**config.mk**
```make
export PLATFORM = sky130hd
export DESIGN_NAME = i2c_indexed_target
export DESIGN_NICKNAME = d
export VERILOG_FILES = /design/src/rtl/i2ct_pkg.sv /design/src/rtl/i2ct_line_filter.sv /design/src/rtl/i2ct_bus_events.sv /design/src/rtl/i2ct_target_fsm.sv /design/src/rtl/i2c_indexed_target.sv
export SDC_FILE = /design/constraint.sdc
export NUM_CORES = 1
export LEC_CHECK = 0
export BUFFER_PORTS_ARGS = -buffer_cell sky130_fd_sc_hd__buf_2
export CAP_MARGIN = 5
export CORE_MARGIN = 5
export CORE_UTILIZATION = 40
export DETAILED_ROUTE_END_ITERATION = 16
export MAX_ROUTING_LAYER = met4
export PLACE_DENSITY = 0.69
export SLEW_MARGIN = 20
export SYNTH_ARGS = -nofsm -noshare
export SYNTH_HDL_FRONTEND = slang
export SYNTH_SLANG_ARGS = --single-unit
```
**constraint.sdc**
```tcl
create_clock -name clk -period 5.7 [get_ports clk]
set_input_delay 0.855 -clock clk [delete_from_list [all_inputs] [get_ports clk]]
set_output_delay 0.855 -clock clk [all_outputs]
set_load 0.01 [all_outputs]
```
**src/rtl/i2ct_pkg.sv**
```systemverilog
package i2ct_pkg;

  typedef enum logic [2:0] {
    ST_IDLE,
    ST_ADDR,
    ST_ADDR_ACK,
    ST_TX_WAIT,
    ST_TX_BIT,
    ST_TX_ACK,
    ST_RX_BIT,
    ST_RX_ACK
  } tgt_state_t;

  localparam int unsigned BYTE_W = 8;

  // Address selection: general call (whole byte zero) or upper seven bits equal
  function automatic logic addr_selects(input logic [BYTE_W-1:0] rx_byte,
                                        input logic [BYTE_W-1:0] own);
    logic gen_call;
    logic own_hit;
    gen_call = (rx_byte == '0);
    own_hit  = (rx_byte[BYTE_W-1:1] == own[BYTE_W-1:1]);
    return gen_call || own_hit;
  endfunction

  // Direction bit: 1 means the master reads from this target
  function automatic logic is_master_read(input logic [BYTE_W-1:0] rx_byte);
    return rx_byte[0];
  endfunction

endpackage

```
**src/rtl/i2ct_line_filter.sv**
```systemverilog
module i2ct_line_filter #(
  parameter int unsigned SYNC_STAGES = 2,
  parameter int unsigned FILT_LEN    = 3
) (
  input  logic clk,
  input  logic rst_n,
  input  logic line_in,
  output logic level_o
);

  logic [SYNC_STAGES-1:0] sync_q;
  logic [FILT_LEN-1:0]    hist_q;
  logic                   level_q;

  always_ff @(posedge clk or negedge rst_n) begin
    if (!rst_n) begin
      sync_q  <= '1;
      hist_q  <= '1;
      level_q <= 1'b1;
    end else begin
      sync_q <= {sync_q[SYNC_STAGES-2:0], line_in};
      hist_q <= {hist_q[FILT_LEN-2:0], sync_q[SYNC_STAGES-1]};
      if (&hist_q) begin
        level_q <= 1'b1;
      end else if (~|hist_q) begin
        level_q <= 1'b0;
      end
    end
  end

  assign level_o = level_q;

endmodule

```
**src/rtl/i2ct_bus_events.sv**
```systemverilog
module i2ct_bus_events (
  input  logic clk,
  input  logic rst_n,
  input  logic scl_lvl,
  input  logic sda_lvl,
  output logic scl_rise,
  output logic scl_fall,
  output logic start_evt,
  output logic stop_evt
);

  logic scl_prev_q;
  logic sda_prev_q;

  always_ff @(posedge clk or negedge rst_n) begin
    if (!rst_n) begin
      scl_prev_q <= 1'b1;
      sda_prev_q <= 1'b1;
    end else begin
      scl_prev_q <= scl_lvl;
      sda_prev_q <= sda_lvl;
    end
  end

  assign scl_rise  = scl_lvl && !scl_prev_q;
  assign scl_fall  = !scl_lvl && scl_prev_q;
  // both conditions need SCL high before and after the SDA edge
  assign start_evt = scl_lvl && scl_prev_q && sda_prev_q && !sda_lvl;
  assign stop_evt  = scl_lvl && scl_prev_q && !sda_prev_q && sda_lvl;

endmodule

```
**src/rtl/i2ct_target_fsm.sv**
```systemverilog
module i2ct_target_fsm
  import i2ct_pkg::*;
#(
  parameter int unsigned IDX_W = 8
) (
  input  logic              clk,
  input  logic              rst_n,
  input  logic [BYTE_W-1:0] own_addr,
  input  logic              sda_lvl,
  input  logic              scl_rise,
  input  logic              scl_fall,
  input  logic              start_evt,
  input  logic              stop_evt,
  input  logic              rd_ack,
  input  logic [BYTE_W-1:0] rd_data,
  input  logic              wr_accept,
  output logic              sda_pull,
  output logic              rd_req,
  output logic              wr_valid,
  output logic [BYTE_W-1:0] wr_data,
  output logic [IDX_W-1:0]  byte_index,
  output tgt_state_t        state_o,
  output logic              addr_miss
);

  localparam int unsigned CNT_W    = $clog2(BYTE_W + 1);
  localparam logic [CNT_W-1:0] FULL_CNT = CNT_W'(BYTE_W);
  localparam logic [CNT_W-1:0] LAST_TX  = CNT_W'(BYTE_W - 1);

  tgt_state_t        state_q;
  logic [CNT_W-1:0]  cnt_q;
  logic [BYTE_W-1:0] shreg_q;
  logic [IDX_W-1:0]  idx_q;
  logic              pull_q;
  logic              req_q;
  logic              dir_rd_q;
  logic              mnack_q;
  logic              byte_done;
  logic              addr_hit;

  assign byte_done = scl_fall && (cnt_q == FULL_CNT);
  assign addr_hit  = addr_selects(shreg_q, own_addr);
  assign addr_miss = (state_q == ST_ADDR) && byte_done && !addr_hit;
  assign wr_valid  = (state_q == ST_RX_BIT) && byte_done;

  always_ff @(posedge clk or negedge rst_n) begin
    if (!rst_n) begin
      state_q  <= ST_IDLE;
      cnt_q    <= '0;
      shreg_q  <= '0;
      idx_q    <= '0;
      pull_q   <= 1'b0;
      req_q    <= 1'b0;
      dir_rd_q <= 1'b0;
      mnack_q  <= 1'b1;
    end else if (start_evt) begin
      state_q <= ST_ADDR;
      cnt_q   <= '0;
      pull_q  <= 1'b0;
      req_q   <= 1'b0;
    end else if (stop_evt) begin
      state_q <= ST_IDLE;
      pull_q  <= 1'b0;
      req_q   <= 1'b0;
    end else begin
      unique case (state_q)
        ST_ADDR: begin
          if (scl_rise) begin
            shreg_q <= {shreg_q[BYTE_W-2:0], sda_lvl};
            cnt_q   <= cnt_q + 1'b1;
          end else if (byte_done) begin
            if (addr_hit) begin
              pull_q   <= 1'b1;
              dir_rd_q <= is_master_read(shreg_q);
              if (!is_master_read(shreg_q)) idx_q <= '0;
              state_q  <= ST_ADDR_ACK;
            end else begin
              state_q <= ST_IDLE;
            end
          end
        end
        ST_ADDR_ACK: begin
          if (scl_fall) begin
            pull_q <= 1'b0;
            cnt_q  <= '0;
            if (dir_rd_q) begin
              req_q   <= 1'b1;
              state_q <= ST_TX_WAIT;
            end else begin
              state_q <= ST_RX_BIT;
            end
          end
        end
        ST_TX_WAIT: begin
          if (req_q && rd_ack) begin
            req_q   <= 1'b0;
            shreg_q <= rd_data;
            pull_q  <= !rd_data[BYTE_W-1];
            idx_q   <= idx_q + 1'b1;
            cnt_q   <= '0;
            state_q <= ST_TX_BIT;
          end
        end
        ST_TX_BIT: begin
          if (scl_fall) begin
            if (cnt_q == LAST_TX) begin
              pull_q  <= 1'b0;
              state_q <= ST_TX_ACK;
            end else begin
              pull_q  <= !shreg_q[BYTE_W-2];
              shreg_q <= {shreg_q[BYTE_W-2:0], 1'b0};
              cnt_q   <= cnt_q + 1'b1;
            end
          end
        end
        ST_TX_ACK: begin
          if (scl_rise) begin
            mnack_q <= sda_lvl;
          end else if (scl_fall) begin
            if (mnack_q) begin
              state_q <= ST_IDLE;
            end else begin
              req_q   <= 1'b1;
              state_q <= ST_TX_WAIT;
            end
          end
        end
        ST_RX_BIT: begin
          if (scl_rise) begin
            shreg_q <= {shreg_q[BYTE_W-2:0], sda_lvl};
            cnt_q   <= cnt_q + 1'b1;
          end else if (byte_done) begin
            pull_q  <= wr_accept;
            idx_q   <= idx_q + 1'b1;
            state_q <= ST_RX_ACK;
          end
        end
        ST_RX_ACK: begin
          if (scl_fall) begin
            pull_q  <= 1'b0;
            cnt_q   <= '0;
            state_q <= ST_RX_BIT;
          end
        end
        default: begin
          pull_q <= 1'b0;
        end
      endcase
    end
  end

  assign sda_pull   = pull_q;
  assign rd_req     = req_q;
  assign wr_data    = shreg_q;
  assign byte_index = idx_q;
  assign state_o    = state_q;

endmodule

```
**src/rtl/i2c_indexed_target.sv**
```systemverilog
module i2c_indexed_target
  import i2ct_pkg::*;
#(
  parameter int unsigned SYNC_STAGES = 2,
  parameter int unsigned FILT_LEN    = 3,
  parameter int unsigned IDX_W       = 8
) (
  input  logic             clk,
  input  logic             rst_n,
  input  logic [7:0]       own_addr,
  input  logic             scl_in,
  input  logic             sda_in,
  output logic             scl_pull,
  output logic             sda_pull,
  output logic             rd_req,
  input  logic             rd_ack,
  input  logic [7:0]       rd_data,
  output logic             wr_valid,
  input  logic             wr_accept,
  output logic [7:0]       wr_data,
  output logic [IDX_W-1:0] byte_index
);

  localparam int unsigned N_LINES = 2;

  logic [N_LINES-1:0] raw_lines;
  logic [N_LINES-1:0] flt_lines;
  logic               scl_flt;
  logic               sda_flt;
  logic               ev_scl_rise;
  logic               ev_scl_fall;
  logic               ev_start;
  logic               ev_stop;
  logic               ev_addr_miss;
  tgt_state_t         fsm_state;

  assign raw_lines = {sda_in, scl_in};

  for (genvar g = 0; g < N_LINES; g++) begin : g_line
    i2ct_line_filter #(
      .SYNC_STAGES(SYNC_STAGES),
      .FILT_LEN   (FILT_LEN)
    ) u_filt (
      .clk    (clk),
      .rst_n  (rst_n),
      .line_in(raw_lines[g]),
      .level_o(flt_lines[g])
    );
  end

  assign scl_flt = flt_lines[0];
  assign sda_flt = flt_lines[1];

  i2ct_bus_events u_events (
    .clk      (clk),
    .rst_n    (rst_n),
    .scl_lvl  (scl_flt),
    .sda_lvl  (sda_flt),
    .scl_rise (ev_scl_rise),
    .scl_fall (ev_scl_fall),
    .start_evt(ev_start),
    .stop_evt (ev_stop)
  );

  i2ct_target_fsm #(
    .IDX_W(IDX_W)
  ) u_fsm (
    .clk       (clk),
    .rst_n     (rst_n),
    .own_addr  (own_addr),
    .sda_lvl   (sda_flt),
    .scl_rise  (ev_scl_rise),
    .scl_fall  (ev_scl_fall),
    .start_evt (ev_start),
    .stop_evt  (ev_stop),
    .rd_ack    (rd_ack),
    .rd_data   (rd_data),
    .wr_accept (wr_accept),
    .sda_pull  (sda_pull),
    .rd_req    (rd_req),
    .wr_valid  (wr_valid),
    .wr_data   (wr_data),
    .byte_index(byte_index),
    .state_o   (fsm_state),
    .addr_miss (ev_addr_miss)
  );

  // no clock stretching: SCL is never held
  assign scl_pull = 1'b0;

endmodule

```
==> run summary, run 1 <==
outcome: finished, final reports clean
Slew @ Worst Pin: 987 ps
Inserted Diodes: 0
Final Hold Viols: 0
CP max FO: 33
Top Ports: 42
Max IR drop VDD: 212 uV
post-DR wirelength/cell: 15.4 um
GP Congestion: 0.928
Slew headroom: 34.0%
Async SR Flop Fraction: 100%
Mapped Area: 2380 sq um
Worst Path Buf+Inv: 1
top cell type's share of synthesized area: 27.3%
syn_nets: 270
Worst EP required: 4850 ps
EDFF count, synth: 0
buffers added on ports: 39
Critical Path End Type: primary output
Net Switching: 0.000362 W
final design utilization: 46.3%
initial core utilization: 40.7%
first-pass GRT wire length: 9720 um
power density over the cells: 363 nW/um^2
maximum clock frequency: 345 MHz
CP arrival: 2040 ps
total grt overflow: 0
worst skew pair latency: 290 ps
post-CTS setup buffer count: 0
leakage power: 1.19 nW
Routed WL: 5450 um
top post-synthesis cells by area: dfrtp_1, dfstp_2, a21oi_1
die area: 7600 sq um
Clock Power Share: 24.0%
Routed Antenna Nets: 0
commonest non-fill, non-tap cell in the layout: buf_2
synthesis-to-layout area growth: 13.8%
worst path setup slack after routing: 2800 ps
design area: 2710 sq um
Total Routing Usage GR: 16.4%
Switching Fraction: 36.9%
standard-cell rows: 28
placed inst area: 2590 sq um
Core ar.: 5850 sq um
post-cts sizing count: 0
Chip Height: 87.2 um
Iter 0 DRT Violations: 211
clock buffer depth: 2
Detailed Place HPWL: 3800 um
Clock Root Buffer: clkbuf_8
H-tree levels: 2
most frequent cells in the layout: buf_2, dfrtp_1, a21oi_1, nor2_1, dfstp_2
cell family with most CP delay: flip-flops
Post-CTS Hold Fix Bufs: 0
Placement Setup Slack: 3160 ps
CTS tree: built
CTS buffer count: 5
Max Cap Viol: 0
Syn. warnings: 0
sequential area share after synthesis: 43.9%
Die X: 87.2 um
Comb pwr share: 31.0%
largest net degree at the start of global routing: 42
flops & latches, synth: 41
crit path cell chain: nand3b_1 -> nor3_1 -> buf_2
vias per std cell: 5.72
Post-Synthesis Cells: 245
internal power: 0.000621 W
layout cells sized above 1: 25.8%
Worst-path clk slew: 80 ps
# clock sinks: 41
Period Utilization, post-route: 50.8%
post-synth top area cell: dfrtp_1
CP Class: reg2out
# DRC: 0
min cycle time layout: 2900 ps
final slew viol count: 0
Post-Syn Area per Cell: 9.72 sq um
CP max-delay cell: dfrtp_1
number of global-route vias before repair: 1,981
Total Nets Final: 303
Finish-stage setup viols: 0
setup TNS: 0 ps
Worst path max stage delay: 980 ps
Startpoint Class: flop
Unique masters post-synth: 59
share of power burned in registers: 45.0%
Post-synth top flop: dfrtp_1
Layout Skew: 4.84 ps
Pre-antenna DRT Iters: 4
Hold WC Path Type: reg2reg
vias after detailed routing: 2,026
initial antenna violation count: 0
RSZ-0062 raised after global routing: false
[Yosys cell counts (2+ instances only)]
library cell	number
or4_1	2
o211ai_1	3
a211oi_1	3
a221oi_1	2
nand3b_1	4
nor3_1	6
a221o_1	3
a31oi_1	2
buf_4	3
ha_1	3
a211o_1	3
a21oi_1	20
nand2b_1	5
nor4_1	4
dfstp_2	15
nor3b_1	3
mux2_2	2
nand4b_1	4
dfrtp_1	26
inv_1	9
o21a_1	2
nor2_1	17
xor2_1	7
nand2_1	10
nor2b_1	8
clkbuf_1	3
mux2i_1	8
buf_2	6
and3_1	5
o31ai_1	3
nand3_1	13
a21o_1	6
o21ai_1	3
o21ai_0	7
[registers in the layout (all words and copies together) (netlist names)]
signal                 cells
u_fsm.mnack_q              1
g_line.u_filt.sync_q       4
u_fsm.wr_data              8
g_line.u_filt.hist_q       6
u_fsm.cnt_q                4
u_fsm.rd_req               1
u_fsm.sda_pull             1
u_fsm.state_o              3
u_events.scl_prev_q        1
u_events.sda_prev_q        1
u_fsm.byte_index           8
g_line.u_filt.level_o      2
u_fsm.dir_rd_q             1
[metal layers]
| layer | track usage [%] | vias up | part of all wire [%] |
|---|---|---|---|
| met2 | 24.7 | 57 | 47 |
| met3 | 2.74 | 14 | 3.6 |
| met4 | 6.14 | 0 | 2.8 |
| met1 | 22.2 | 980 | 47 |
| li1 | - | 975 | - |
| met5 | - | - | 0 |
[kinds of logic after synthesis]
kind of cell / share of synthesized area (%)
and+or+nand+nor: 20.8
AOI/OAI and AO/OA: 21.7
DFF: 43.9
buffers and inverters: 4.57
muxes: 4.78
xor gates and xnor gates: 2.57
adders and majority gates: 1.58
other: 0.157
[cell type report]
cell class,instances,area (sq um)
clock buffers,5,68.8
clock inverters,3,46.3
fillers,557,3140
inverters,9,33.8
multi-input cells,182,1230
flip-flops and latches,41,1040
well taps,75,93.8
repair buffers,39,195
[stage by stage]
stage,power (W),hold WS [ps],cells
after floorplan,0.000653,345,245
after global placement,0.000742,346,346
after detailed placement,0.000751,347,346
after CTS,0.000992,360,354
after global routing,0.00105,364,354
final,0.000983,359,354
[power by group through the flow]
stage | Sequential [W] | Combinational, W | Clock, W
6_report | 0.000442 | 0.000305 | 0.000236
5_1_grt | 0.000456 | 0.000339 | 0.000259
4_1_cts | 0.000441 | 0.000307 | 0.000244
3_5_place_dp | 0.000445 | 0.000305 | 0
3_3_place_gp | 0.000443 | 0.000300 | 0
2_1_floorplan | 0.000431 | 0.000222 | 0
[final timing paths]
check,start,endpoint,slack (ps),cells past startpoint
worst max-delay path,u_fsm.state_o[1],wr_valid,2800,3
worst min-delay path,g_line[1].u_filt.sync_q[1],g_line[1].u_filt.hist_q[0],360,0
worst max register to register,u_fsm.state_o[1],u_fsm.wr_data[3],3120,4
worst min register to register,g_line[1].u_filt.sync_q[1],g_line[1].u_filt.hist_q[0],360,0
max in group asynchronous,rst_n,u_fsm.state_o[0],4470,1
min in group asynchronous,rst_n,u_fsm.wr_data[4],680,1
Power figures use the tool's default switching activity.
==> run 2: changes to the inputs <==
- clock period: 5.7 -> 2.8 ns (I/O delays scaled with it)
==> run 2 against run 1 <==
Compared with the run above: final cell count grew 1.7%; register-to-register slack worse by 2500 ps; sequential power rose by 100%; final area up 1.7%; via count is 0.59% lower; sequential share of layout area fell by 0.63 points; first-iteration DRC count decreased by 31%; combinational power increased by 120%; global-route usage shrank 1.0 points; setup slack got worse by 2200 ps; non-clock buffer count up 6; worst hold slack got worse by 150 ps.
==> run summary, run 2 (same netlist as run 1, synthesis figures left out) <==
outcome: finished, final reports clean
largest net degree at the start of global routing: 42 (unchanged)
Core ar.: 5850 sq um (unchanged)
Worst EP required: 2980 ps (-1870 ps)
area of the multi-input gates: 1230 sq um (unchanged)
Total Nets Final: 309 (+2.0%)
Layout Skew: 7.18 ps (+2.35 ps)
Total Routing Usage GR: 15.4% (-1.0 points)
Detailed Place HPWL: 3820 um (+0.37%)
area taken by flip-flops and latches: 1040 sq um (unchanged)
# clock sinks: 41 (unchanged)
worst skew pair latency: 300 ps (about the same)
power density over the cells: 736 nW/um^2 (+100%)
Clock Root Buffer: clkbuf_8
initial core utilization: 40.7% (unchanged)
CP max-delay cell: dfrtp_1
die area: 7600 sq um (unchanged)
Pre-antenna DRT Iters: 4 (unchanged)
Top Ports: 42 (unchanged)
CTS buffer count: 5 (unchanged)
Post-CTS Hold Fix Bufs: 0 (unchanged)
Inserted Diodes: 0 (unchanged)
Final Hold Viols: 0 (unchanged)
Filler Cells Inserted: 554 (-0.54%)
synthesis-to-layout area growth: 15.7%
final design utilization: 47.1% (+0.77 points)
Switching Fraction: 36.3% (-0.57 points)
final slew viol count: 0 (unchanged)
Hold WC Path Type: in2reg
CTS tree: built
Die X: 87.2 um (unchanged)
vias per std cell: 5.59 (-2.2%)
R2R depth: 5 (+1)
CP Class: reg2reg
CP max FO: 17 (-48%)
CP Depth: 5 (+2)
H-tree levels: 2 (unchanged)
RSZ-0062 raised after global routing: false
Slew @ Worst Pin: 869 ps (-118 ps)
Routed Antenna Nets: 0 (unchanged)
Clock Power Share: 23.4% (-0.6 points)
Period Utilization, post-route: 77.5%
CP arrival: 2350 ps (+310 ps)
Worst-path clk slew: 80 ps (about the same)
Worst Path Buf+Inv: 0 (-1)
first-pass GRT wire length: 9000 um (-7.5%)
post-cts sizing count: 0 (unchanged)
Routed WL: 5290 um (-2.9%)
Slew headroom: 42.1% (+8.0 points)
most frequent cells in the layout: buf_2, dfrtp_1, a21oi_1, nor2_1, dfstp_2
Worst path max stage delay: 680 ps (-300 ps)
r2r setup slk: 630 ps (-2490 ps)
total grt overflow: 0 (unchanged)
leakage power: 1.22 nW (+2.4%)
maximum clock frequency: 461 MHz
setup TNS: 0 ps (unchanged)
Chip Height: 87.2 um (unchanged)
number of global-route vias before repair: 1,875 (-5.4%)
GP Congestion: 0.941 (+1.3%)
internal power: 0.00129 W (+110%)
initial antenna violation count: 0 (unchanged)
share of power burned in registers: 43.7% (-1.3 points)
min cycle time layout: 2170 ps
buffers added on ports: 39 (unchanged)
Iter 0 DRT Violations: 145 (-31%)
cell family with most CP delay: compound AO/OA/AOI/OAI gates
Critical Path End Type: flop
crit path cell chain: nor2b_1 -> o21ai_0 -> a21oi_1 -> o311ai_2 -> a221o_1
hold path cells: 1 (+1)
post-CTS setup buffer count: 0 (unchanged)
vias after detailed routing: 2,014 (-0.59%)
Net Switching: 0.000735 W (+100%)
layout cells sized above 1: 27.4% (+1.6 points)
Comb pwr share: 32.8% (+1.8 points)
Finish-stage setup viols: 0 (unchanged)
commonest non-fill, non-tap cell in the layout: buf_2
Max IR drop VDD: 434 uV (+100%)
Max Cap Viol: 0 (unchanged)
Startpoint Class: flop
standard-cell rows: 28 (unchanged)
clock buffer depth: 2 (unchanged)
post-DR wirelength/cell: 14.7 um (-4.5%)
# DRC: 0 (unchanged)
-- run 2: path summary, 6_finish.rpt --
path                                            start                    endpoint
max                                  u_fsm.state_o[0]         u_fsm.byte_index[2]
min                                            sda_in  g_line[1].u_filt.sync_q[0]
max reg2reg                          u_fsm.state_o[0]         u_fsm.byte_index[2]
min reg2reg                g_line[0].u_filt.sync_q[0]  g_line[0].u_filt.sync_q[1]
max in group asynchronous                       rst_n         u_fsm.byte_index[3]
min in group asynchronous                       rst_n              u_fsm.cnt_q[3]
-- run 2: routing by layer --
layer	share of wire [%]	vias to the layer above	track usage, %
met5	0	-	-
met4	2.3	0	6.00
met3	5.0	10	2.27
met2	45	53	22.7
met1	48	959	21.3
li1	-	992	-
-- run 2: area by class of cell --
class                           count  share of cell area (%)
Tap cell                           75                    3.41
Timing Repair Buffer               45                    8.72
Clock buffer                        5                    2.50
Clock inverter                      3                    1.68
Multi-Input combinational cell    182                    44.6
Inverter                            9                    1.23
Sequential cell                    41                    37.9
-- run 2: stage by stage --
step / cell area (sq um) / hold slack (ps) / std cells / setup WS [ps] / power [W]
2_1_floorplan: 2380 / 124 / 245 / 900 / 0.00133
3_3_place_gp: 2640 / 346 / 352 / 668 / 0.00154
3_5_place_dp: 2640 / 348 / 352 / 668 / 0.00156
4_1_cts: 2760 / 198 / 360 / 653 / 0.00204
5_1_grt: 2760 / 196 / 360 / 472 / 0.00217
6_report: 2760 / 213 / 360 / 631 / 0.00203
-- run 2: power groups by stage --
| stage | clock [W] | combinational (W) | sequential (W) |
|---|---|---|---|
| 4_1_cts | 0.000490 | 0.000668 | 0.000886 |
| 6_report | 0.000475 | 0.000665 | 0.000886 |
| 5_1_grt | 0.000515 | 0.000735 | 0.000917 |
| 3_5_place_dp | 0 | 0.000664 | 0.000897 |
| 2_1_floorplan | 0 | 0.000453 | 0.000877 |
| 3_3_place_gp | 0 | 0.000651 | 0.000892 |
-- run 2: worst register-to-register path: stages, from the launching register on --
cell and delay, ps:
dfrtp_1 680, nor2b_1 300, o21ai_0 120, a21oi_1 270, o311ai_2 270, a221o_1 410
==> run 3: changes to the inputs <==
- clock period: 2.8 -> 2 ns (I/O delays scaled with it)
==> run 3 against run 2 <==
Compared with the run above: maximum frequency rose by 11%; flip-flop and latch count did not move; combinational power up 71%; critical path type unchanged; highest routed layer unchanged.
==> run summary, run 3 (same netlist as run 1, synthesis figures left out) <==
outcome: finished, final reports clean
layout cells sized above 1: 36.9% (+9.5 points)
CP arrival: 2150 ps (-200 ps)
standard-cell rows: 28 (unchanged)
most frequent cells in the layout: buf_2, buf_4, dfrtp_1, a21oi_1, nor2_1
Core ar.: 5850 sq um (unchanged)
CTS buffer count: 5 (unchanged)
min cycle time layout: 1960 ps (-207 ps)
post-DR wirelength/cell: 15.6 um (+6.4%)
RSZ-0062 raised after global routing: true
power density over the cells: 957 nW/um^2 (+30%)
Total Nets Final: 333 (+7.8%)
Final Hold Viols: 0 (unchanged)
initial core utilization: 40.7% (unchanged)
synthesis-to-layout area growth: 26.3%
initial antenna violation count: 0 (unchanged)
Comb pwr share: 39.5% (+6.7 points)
Total Power: 0.00288 W (+42%)
maximum clock frequency: 510 MHz (+11%)
Worst-path clk slew: 80 ps (about the same)
final design utilization: 51.4% (+4.3 points)
Net Switching: 0.00109 W (+48%)
GP Congestion: 0.947 (+0.70%)
Finish-stage setup viols: 0 (unchanged)
Top Ports: 42 (unchanged)
Slew headroom: 65.2% (+23 points)
worst skew pair latency: 300 ps (about the same)
Die X: 87.2 um (unchanged)
leakage power: 1.34 nW (+11%)
H-tree levels: 2 (unchanged)
first-pass GRT wire length: 9830 um (+9.3%)
Routed WL: 6010 um (+14%)
setup TNS: 0 ps (unchanged)
# clock sinks: 41 (unchanged)
Layout Skew: 3.53 ps (-3.65 ps)
r2r setup slk: 40 ps (-590 ps)
CTS tree: built
Max IR drop VDD: 632 uV (+46%)
CP Class: reg2reg
die area: 7600 sq um (unchanged)
Startpoint Class: flop
share of power burned in registers: 41.6% (-2.1 points)
Critical Path End Type: flop
Slew @ Worst Pin: 523 ps (-346 ps)
internal power: 0.00179 W (+38%)
final slew viol count: 0 (unchanged)
largest net degree at the start of global routing: 42 (unchanged)
commonest non-fill, non-tap cell in the layout: buf_2
buffers added on ports: 39 (unchanged)
Worst EP required: 2190 ps (-790 ps)
Hold WC Path Type: in2async
vias after detailed routing: 2,175 (+8.0%)
Clock Power Share: 18.9% (-4.5 points)
Total Routing Usage GR: 16.6% (+1.2 points)
number of global-route vias before repair: 2,124 (+13%)
vias per std cell: 5.66 (+1.2%)
Inserted Diodes: 0 (unchanged)
Detailed Place HPWL: 4290 um (+12%)
Max Cap Viol: 0 (unchanged)
total grt overflow: 0 (unchanged)
CP max FO: 6 (-11)
Post-CTS Hold Fix Bufs: 0 (unchanged)
Inst Count DP: 369 (+4.8%)
Layout Cells excl Fill: 384 (+6.7%)
Period Utilization, post-route: 98.1% (+21 points)
# DRC: 0 (unchanged)
clock buffer depth: 2 (unchanged)
Pre-antenna DRT Iters: 4 (unchanged)
Clock Root Buffer: clkbuf_8
Iter 0 DRT Violations: 188 (+30%)
Chip Height: 87.2 um (unchanged)
Switching Fraction: 37.9% (+1.6 points)
Routed Antenna Nets: 0 (unchanged)
## run 3: cell types whose count changed in the layout (fill, tap and decap cells not counted), sizes merged
cell / previous run / this run
bufinv: 1 / 0
clkbuf: 5 / 7
buf: 45 / 68
clkinv: 1 / 0
clkinvlp: 1 / 2
## run 3: through the flow
| step | hold WS (ps) | worst slack [ps] | cell area, sq um |
|---|---|---|---|
| global route | 81.9 | -53.8 | 3010 |
| floorplan | 4.41 | 99.8 | 2380 |
| CTS | 73.2 | 0.992 | 2870 |
| detailed placement | 348 | 12.8 | 2770 |
| global placement | 346 | 26.9 | 2770 |
| finish | 59.0 | 38.2 | 3010 |
## run 3: final timing paths
path / startpoint / end / cells after the start
max in group asynchronous: rst_n / u_fsm.state_o[2] / 2
setup reg to reg: u_fsm.wr_data[4] / u_fsm.byte_index[2] / 5
hold reg to reg: g_line[1].u_filt.sync_q[0] / g_line[1].u_filt.sync_q[1] / 0
setup / recovery: u_fsm.wr_data[4] / u_fsm.byte_index[2] / 5
min in group clk: sda_in / g_line[1].u_filt.sync_q[0] / 1
hold / removal: rst_n / u_fsm.wr_data[4] / 2
## run 3: worst max-delay path, cell delays in order (launching register included)
cell and delay (ps):
dfrtp_2 430, or4_4 560, nor2_1 120, a21o_1 200, o311ai_4 160, a221o_1 380
## run 3: per-layer routing
metal,part of all wire [%],GRT usage [%]
met3,3.7,2.27
met1,45,21.1
met5,0,-
met2,48,26.2
met4,2.6,7.81
## run 3: cell type report
class / count / area (sq um)
tap: 75 / 93.8
sequential: 41 / 1050
inverter: 9 / 33.8
timing repair buffer: 69 / 429
clock inverter: 2 / 15.0
fill: 531 / 2840
clock buffer: 6 / 72.6
multi-input combinational: 182 / 1320
## run 3: timing repair
action / 4_1_cts / 5_1_grt
setup endpoints to repair: 1 / 10
setup buffers: 0 / 7
pin swaps: 0 / 3
gates cloned: 0 / 0
resized for setup: 1 / 19
## run 3: power groups by stage
stage               clock (W)  sequential (W)  combinational (W)
CTS                  0.000553         0.00120            0.00105
global placement            0         0.00120            0.00102
floorplan                   0         0.00123           0.000634
finish               0.000544         0.00120            0.00114
detailed placement          0         0.00121            0.00104
global route         0.000591         0.00123            0.00125
